## src/rtl/alu_cc_pkg.sv

```systemverilog
package alu_cc_pkg;

  localparam int unsigned SEL_W  = 4;
  localparam int unsigned KIND_W = 2;
  localparam int unsigned CC_W   = 4;

  localparam logic [SEL_W-1:0] OP_AND = 4'b0000;
  localparam logic [SEL_W-1:0] OP_OR  = 4'b0001;
  localparam logic [SEL_W-1:0] OP_ADD = 4'b0010;
  localparam logic [SEL_W-1:0] OP_SUB = 4'b0110;
  localparam logic [SEL_W-1:0] OP_SLT = 4'b0111;

  localparam logic [KIND_W-1:0] KIND_OTHER = 2'b00;
  localparam logic [KIND_W-1:0] KIND_RREG  = 2'b01;
  localparam logic [KIND_W-1:0] KIND_RDCC  = 2'b10;

  // Packed order is behaviour: carry at the top, negative at bit 0.
  typedef struct packed {
    logic cy;
    logic ov;
    logic zr;
    logic ng;
  } cc_t;

endpackage

```

## src/rtl/alu_cc_arith.sv

```systemverilog
module alu_cc_arith
  import alu_cc_pkg::*;
#(
  parameter int unsigned DATA_W = 32
) (
  input  logic [DATA_W-1:0] a,
  input  logic [DATA_W-1:0] b,
  input  logic [SEL_W-1:0]  op,
  output logic [DATA_W-1:0] res,
  output cc_t               cc_next
);

  localparam int unsigned MSB = DATA_W - 1;

  logic [DATA_W:0] sum_w;
  logic [DATA_W:0] dif_w;
  logic            ov_add;
  logic            ov_sub;
  logic            lt_signed;

  always_comb begin
    sum_w  = {1'b0, a} + {1'b0, b};
    dif_w  = {1'b0, a} + {1'b0, ~b} + {{DATA_W{1'b0}}, 1'b1};
    ov_add = (a[MSB] == b[MSB]) && (sum_w[MSB] != a[MSB]);
    ov_sub = (a[MSB] != b[MSB]) && (dif_w[MSB] != a[MSB]);
    lt_signed = dif_w[MSB] ^ ov_sub;
  end

  always_comb begin
    res        = '0;
    cc_next.cy = 1'b0;
    cc_next.ov = 1'b0;
    case (op)
      OP_AND: res = a & b;
      OP_OR:  res = a | b;
      OP_ADD: begin
        res        = sum_w[DATA_W-1:0];
        cc_next.cy = sum_w[DATA_W];
        cc_next.ov = ov_add;
      end
      OP_SUB: begin
        res        = dif_w[DATA_W-1:0];
        cc_next.cy = dif_w[DATA_W];
        cc_next.ov = ov_sub;
      end
      OP_SLT: res = {{(DATA_W-1){1'b0}}, lt_signed};
      default: res = '0;
    endcase
    cc_next.zr = (res == '0);
    cc_next.ng = res[MSB];
  end

  always_comb begin
    if (op == OP_ADD) begin
      AST_ADD_WIDE: assert ({cc_next.cy, res} == ({1'b0, a} + {1'b0, b}));
    end
    if (op == OP_SUB) begin
      AST_SUB_NOBORROW: assert (cc_next.cy == (a >= b));
      AST_SUB_SOVF: assert (cc_next.ov == (($signed(a) < $signed(b)) != $signed(res) < 0));
    end
    if (op != OP_ADD && op != OP_SUB) begin
      AST_NONARITH_CLR: assert (!cc_next.cy && !cc_next.ov);
    end
  end

endmodule

```

## src/rtl/alu_cc_flagreg.sv

```systemverilog
module alu_cc_flagreg
  import alu_cc_pkg::*;
(
  input  logic              clk,
  input  logic              rst,
  input  logic              load,
  input  cc_t               cc_d,
  output cc_t               cc_q
);

  always_ff @(posedge clk) begin
    if (rst) begin
      cc_q <= '0;
    end else if (load) begin
      cc_q <= cc_d;
    end
  end

  AST_RST_CLEARS: assert property (@(posedge clk) rst |=> (cc_q == '0));
  AST_LOAD_ON_R: assert property (@(posedge clk) disable iff (rst)
    load |=> (cc_q == $past(cc_d)));
  AST_HOLD_OTHERS: assert property (@(posedge clk) disable iff (rst)
    !load |=> $stable(cc_q));

endmodule

```

## src/rtl/alu_cc_outmux.sv

```systemverilog
module alu_cc_outmux
  import alu_cc_pkg::*;
#(
  parameter int unsigned DATA_W = 32
) (
  input  logic [DATA_W-1:0] alu_res,
  input  cc_t               cc_q,
  input  logic              rd_cc,
  output logic [DATA_W-1:0] res_out
);

  localparam int unsigned PAD_W = DATA_W - CC_W;

  logic [DATA_W-1:0] cc_word;

  generate
    if (PAD_W > 0) begin : g_pad
      assign cc_word = {{PAD_W{1'b0}}, cc_q};
    end else begin : g_nopad
      assign cc_word = cc_q[DATA_W-1:0];
    end
  endgenerate

  assign res_out = rd_cc ? cc_word : alu_res;

  always_comb begin
    if (rd_cc) begin
      AST_RDCC_UPPER_ZERO: assert ((res_out >> CC_W) == '0);
      AST_RDCC_ORDER: assert (res_out[3] == cc_q.cy && res_out[0] == cc_q.ng);
    end else if (rd_cc == 1'b0) begin
      AST_PASS_ALU: assert (res_out == alu_res);
    end
  end

endmodule

```

## src/rtl/alu_cc_exec.sv

```systemverilog
module alu_cc_exec
  import alu_cc_pkg::*;
#(
  parameter int unsigned DATA_W = 32
) (
  input  logic              clk,
  input  logic              rst,
  input  logic [DATA_W-1:0] opnd_a,
  input  logic [DATA_W-1:0] opnd_b,
  input  logic [3:0]        alu_sel,
  input  logic [1:0]        instr_kind,
  output logic [DATA_W-1:0] result,
  output logic              zero
);

  logic [DATA_W-1:0] alu_res;
  cc_t               cc_next;
  cc_t               cc_q;
  logic              is_rreg;
  logic              is_rdcc;

  assign is_rreg = (instr_kind == KIND_RREG);
  assign is_rdcc = (instr_kind == KIND_RDCC);

  alu_cc_arith #(.DATA_W(DATA_W)) u_arith (
    .a       (opnd_a),
    .b       (opnd_b),
    .op      (alu_sel),
    .res     (alu_res),
    .cc_next (cc_next)
  );

  alu_cc_flagreg u_flags (
    .clk  (clk),
    .rst  (rst),
    .load (is_rreg),
    .cc_d (cc_next),
    .cc_q (cc_q)
  );

  alu_cc_outmux #(.DATA_W(DATA_W)) u_mux (
    .alu_res (alu_res),
    .cc_q    (cc_q),
    .rd_cc   (is_rdcc),
    .res_out (result)
  );

  // Branch indication comes straight from the ALU, never from the stored bits.
  assign zero = (alu_res == '0);

  AST_ZERO_VS_RESULT: assert property (@(posedge clk) disable iff (rst)
    !is_rdcc |-> (zero == (result == '0)));
  AST_STORED_Z_MATCH: assert property (@(posedge clk) disable iff (rst)
    is_rreg |=> (cc_q.zr == $past(zero)));

endmodule

```

## config.mk

```make
export PLATFORM = sky130hd
export DESIGN_NAME = alu_cc_exec
export DESIGN_NICKNAME = d
export VERILOG_FILES = /design/src/rtl/alu_cc_pkg.sv /design/src/rtl/alu_cc_arith.sv /design/src/rtl/alu_cc_flagreg.sv /design/src/rtl/alu_cc_outmux.sv /design/src/rtl/alu_cc_exec.sv
export SDC_FILE = /design/constraint.sdc
export NUM_CORES = 1
export LEC_CHECK = 0
export BUFFER_PORTS_ARGS = -buffer_cell sky130_fd_sc_hd__buf_2
export CAP_MARGIN = 20
export CELL_PAD_IN_SITES_DETAIL_PLACEMENT = 0
export CELL_PAD_IN_SITES_GLOBAL_PLACEMENT = 1
export CORE_MARGIN = 5
export CORE_UTILIZATION = 25
export DETAILED_ROUTE_END_ITERATION = 12
export PLACE_DENSITY_LB_ADDON = 0.1
export SYNTH_ARGS = -nofsm -noshare
export SYNTH_HDL_FRONTEND = slang
export SYNTH_SLANG_ARGS = --single-unit
```

## constraint.sdc

```tcl
create_clock -name clk -period 8.8 [get_ports clk]
set_input_delay 1.76 -clock clk [delete_from_list [all_inputs] [get_ports clk]]
set_output_delay 1.76 -clock clk [all_outputs]
set_load 0.05 [all_outputs]
```

-- Yosys cells after proc, flatten, opt, wreduce, memory -nomap -nowiden
Index checks and enable logic that the tools add are counted.
- bits in registers: 4
- input port bits: 72
- output and inout bits: 33
- word-level logic and storage cells: 28
- add/sub/neg operators: 3
- equality and inequality tests: 10
- muxes and demuxes: 3
- bitwise logic cells: 4
- reductions and logical operators: 4
- operator list (operator ; number):
    one-hot mux 32 bit (5 select lines) ; 1
    adder 32 x 32 -> 33 bit ; 2
    adder 33 x 1 -> 33 bit (second input constant) ; 1
    bitwise AND 32 bit ; 1
    logical NOT 32 bit ; 1
    2-to-1 mux 32 bit ; 1
    NOT 32 bit ; 1
    bitwise OR 32 bit ; 1
    == test 4 x 3 -> 1 bit (second input constant) ; 2
    == test 4 x 1 -> 1 bit (second input constant) ; 1
    == test 4 x 2 -> 1 bit (second input constant) ; 1
    logical NOT 4 bit ; 1
    one-hot mux 2 bit (2 select lines) ; 1
    != test 1 bit ; 3
    == test 2 x 1 -> 1 bit (second input constant) ; 1
    == test 2 bit (second input constant) ; 1
    logical AND 1 bit ; 2
    == test 1 bit ; 1
    XOR 1 bit ; 1

-- Logic depth before layout (Yosys ltp)
- depth in word-level cells: 8
- gate-level depth with buffers: 22
- depth with buffers taken out: 21

-- Cells and area by module
From an unflattened synthesis, not the netlist that was laid out.
- cell total of the unflattened synthesis: 893
- area total of the unflattened synthesis: 5930.7 sq um
- by module, submodules not included (module ; times used ; cells each ; area each (sq um) ; sequential area each (sq um)):
    alu_cc_arith ; 1 ; 832 ; 5452.7 ; 0.0
    alu_cc_outmux ; 1 ; 35 ; 252.7 ; 0.0
    alu_cc_flagreg ; 1 ; 13 ; 140.1 ; 80.1
    alu_cc_exec ; 1 ; 13 ; 85.1 ; 0.0

-- Least setup slack after synthesis
No wires, ideal clock.
- path type: input to output
- from: input port opnd_a[1]
- to: output port zero
- arrival: 6.233 ns
- data required time: 7.040 ns
- setup slack: 0.807 ns
- stages on the path: 21
- buffers on the path: 0
- cells stage by stage: inv_1 > ha_1 > o21ba_2 > a2111o_1 > a21oi_1 > o31ai_1 > o211ai_1 > a221o_1 > a21oi_1 > o21bai_1 > fa_1 > o22ai_1 > and3b_1 > or4bb_1 > nor2_1 > nand4_1 > a2111o_1 > nor4b_2 > nand4b_1 > nor4b_2 > and4_1
- word-level cells in the longest chain between the ends: 7
- elaborated cells on any way between the ends: 10
- classes of those cells: add/sub: 3; eq/ne: 1; mux: 1; bitwise: 3; reduce/logical: 2
- RTL lines (element ; line ; RTL):
    start: declaration ; alu_cc_exec.sv:8 ; input logic [DATA_W-1:0] opnd_a,
    adder 32 x 32 -> 33 bit ; alu_cc_arith.sv:23 ; dif_w = {1'b0, a} + {1'b0, ~b} + {{DATA_W{1'b0}}, 1'b1};
    adder 33 x 1 -> 33 bit ; alu_cc_arith.sv:23 ;
    != test 1 bit ; alu_cc_arith.sv:25 ; ov_sub = (a[MSB] != b[MSB]) && (dif_w[MSB] != a[MSB]);
    logical AND 1 bit ; alu_cc_arith.sv:25 ;
    XOR 1 bit ; alu_cc_arith.sv:26 ; lt_signed = dif_w[MSB] ^ ov_sub;
    one-hot mux 32 bit (5 select lines) * ; alu_cc_arith.sv:33 ; case (op)
    logical NOT 32 bit * ; alu_cc_exec.sv:49 ; assign zero = (alu_res == '0);
    end: declaration ; alu_cc_exec.sv:13 ; output logic zero
Mark *: on every way between the ends. The rest lies on a longest branch, timed or not.

-- Worst setup path after layout
- from: input port opnd_b[1]
- to: output port zero
- word-level cells in the longest chain between the ends: 8
- elaborated cells on any way between the ends: 11
- classes of those cells: add/sub: 3; eq/ne: 1; mux: 1; bitwise: 4; reduce/logical: 2
- RTL lines (element ; line ; RTL):
    start: declaration ; alu_cc_exec.sv:9 ; input logic [DATA_W-1:0] opnd_b,
    NOT 32 bit ; alu_cc_arith.sv:23 ;
    adder 32 x 32 -> 33 bit ; alu_cc_arith.sv:23 ;
    adder 33 x 1 -> 33 bit ; alu_cc_arith.sv:23 ;
    != test 1 bit ; alu_cc_arith.sv:25 ;
    logical AND 1 bit ; alu_cc_arith.sv:25 ;
    XOR 1 bit ; alu_cc_arith.sv:26 ;
    one-hot mux 32 bit (5 select lines) * ; alu_cc_arith.sv:33 ;
    logical NOT 32 bit * ; alu_cc_exec.sv:49 ;
Marks and branches as above.

==> results_dict.tcl <==
set metrics [dict create \
    synth_area_um2 5960 \
    wl_per_cell_um 19.5 \
    synth_nets 1089 \
    power.density_nw_per_um2 80.4 \
    peakVddDrop_v 0.0000419 \
    htreeDepth 1 \
    rr_startpoint "u_flags.cc_q[3]$_SDFFE_PP0N_" \
    grt_pass1_vias 6973 \
    die_w_um 164 \
    slowest_stage "or4bb_1" \
    num-fill-cells 2693 \
    regArea_um2 80.1 \
    cts.clk_slew.worst_paths_ps 30 \
    multi_input_area_um2 5240 \
    vias_per_cell 5.25 \
    path_class "primary input to output port" \
    drt-pass1-iter-count 5 \
    drv_cap 0 \
    hold-worst-slack_ps 458 \
    route.detailed.drc 0 \
    required_ps 7040 \
    ys.flop_type "dfxtp_1" \
    portBuffers 104 \
    rows 56 \
    synthToLayoutAreaGrowth_pct 19.0 \
    post_cts_buffers 0 \
    clock_latency_ps 230 \
    die_area_um2 27000 \
    cts_resized 0 \
    post-synth-top-area-fraction_pct 21.8 \
    die_h_um 164 \
    synth-seq-cells 4 \
    gp_congestion 0.874 \
    cts_num_sinks 4 \
    top_regs "u_flags.cc_q (4)" \
    fmax_mhz 118 \
    nets 1195 \
    fin_crit_ps 8470 \
    cts_buffers 3 \
    start_util_pct 25.4 \
    max_flop_register "u_flags.cc_q" \
    wl_um 26000 \
    synth_cell_types 76 \
    hp-start "u_flags.cc_q[2]$_SDFFE_PP0N_" \
    antenna_found_initial 0 \
    grt_max_degree 38 \
    p_leak_nw 3.41 \
    outcome "finished clean" \
    startpoint "opnd_b[1]" \
    synthArstFlopShare_pct 0 \
    finalPower_w 0.000570 \
    crit_fanout 3 \
    grt_use_total_pct 18.7 \
    ys_warn_count 0 \
    ys_seq_area_share_pct 1.34 \
    hold_viol 0 \
    synth_area_leaders "ha_1 (22%), inv_1 (7.5%), a21oi_1 (6.3%)" \
    vias 7002 \
    r2r_setup_slack_ps 8130 \
    diodes 0 \
    dp_hpwl_um 21600 \
    core_um2 23500 \
    largest_reg_flops 4 \
    hold_buffers 0 \
    fin_skew_ps 0 \
    cpPeakStageDelay_ps 490 \
    worst_setup_path_end_kind "output port" \
    start_kind "primary input" \
    arrival_ps 6710 \
    synth_edf_count 0 \
    crit_path_cell_trace "buf_2 -> inv_2 -> ha_1 -> o21ba_2 -> a2111o_1 -> a21oi_2 -> o31ai_1 -> o211ai_1 -> a221o_1 -> a21oi_1 -> o21bai_1 -> fa_1 -> o22ai_1 -> and3b_1 -> or4bb_1 -> nor2_1 -> nand4_1 -> a2111o_1 -> nor4b_2 -> nand4b_1 -> nor4b_2 -> and4_1 -> buf_6" \
    final_common_cell "inv_1" \
    cts_tree "built" \
    final.setup.tns_ps 0 \
    maxSlewHeadroom_pct 48.2 \
    worst_pin_slew_ps 770 \
    io_pins 105 \
    synth_top_area_cell "ha_1" \
    avgSynthCellArea_um2 6.54 \
    slew_violations 0 \
    ant_nets 0 \
    hp-class "flop to flop" \
    grt_pass1_wl_um 40000 \
    rsz0062_at_grt "false" \
    drt-initial-drc-count 540 \
    overflow 0 \
    synthCells 910 \
    cts_root_buf "clkbuf_16" \
    setup_viol 0 \
    fin_crit_sh_pct 96.2 \
    cts.path.max_buffers 2 \
    drive_above_1_share_pct 17.0 \
    layout_common_cells "inv_1 (118), ha_1 (104), buf_2 (103), nor2_1 (93), a21oi_1 (74)" \
]
-- final cells by class --
class	instances	share of cell area (%)
repair buffers	146	11.9
flip-flops and latches	4	1.13
multi-input cells	740	73.9
clock buffers	3	1.06
well taps	319	5.63
inverters	121	6.41
-- metrics by stage --
stage / setup slack (ps) / cells / cell area (µm²) / util [%]
after floorplan: 807 / 910 / 5960 / -
after global placement: 214 / 1330 / 7000 / 29.8
after detailed placement: 35.5 / 1330 / 7000 / 29.8
after CTS: 27.9 / 1333 / 7080 / 30.2
after global routing: 6.16 / 1333 / 7090 / 30.2
final: 334 / 1333 / 7090 / 30.2
-- worst max-delay path: cells and delay by family --
family / cells / cell delay, ps
AOI/OAI and AO/OA: 10 / 2280
buffers and inverters: 3 / 360
adders and majority gates: 2 / 490
and+or+nand+nor: 8 / 1810
-- report_power, final --
part	total (W)	leakage (nW)	internal, W	switching (W)
clock network	0.0000716	0.0370	0.0000581	0.0000134
registers	0.0000192	0.0326	0.0000189	0.000000344
logic	0.000479	3.34	0.000164	0.000315
total	0.000570	3.41	0.000241	0.000329
-- per-layer routing --
metal  vias up  global-route usage [%]  routed length [µm]
met5         -                       0                   0
met4         0                    3.01                 319
met3        19                    1.46                1620
met2       255                    30.0               11400
met1      3251                    27.7               12700
li1       3477                       -                   -
-- path summary, 6_finish.rpt --
check                                      end  cells after the start
hold / removal    u_flags.cc_q[2]$_SDFFE_PP0N_                      2
setup reg to reg  u_flags.cc_q[3]$_SDFFE_PP0N_                      2
hold reg to reg   u_flags.cc_q[2]$_SDFFE_PP0N_                      2
setup / recovery                          zero                     23
-- synthesized netlist by cell type (all sizes together), types with 5 or more instances --
cell,instances
nor4,13
a21o,12
nor3,22
a2111oi,6
o21ai,50
inv,120
and4,6
nand2b,7
buf,21
and2,5
nor2,93
a31oi,11
o211ai,14
o31ai,13
o22ai,5
a221oi,8
a211oi,19
or3,7
nor2b,14
nand3,26
clkbuf,24
o21bai,8
mux2i,28
nand2,70
nand4,21
ha,104
o21a,6
xnor2,18
a21oi,76
a21boi,5
-- logic make-up after synthesis --
group | after synthesis | synth area share, %
compound gates | 278 | 31.4
xor+xnor | 22 | 3.24
fa+ha+maj | 107 | 22.9
buf+inv | 166 | 11.0
flops | 4 | 1.34
mux | 28 | 4.71
simple gates | 305 | 25.5
Power figures use the tool's default switching activity.
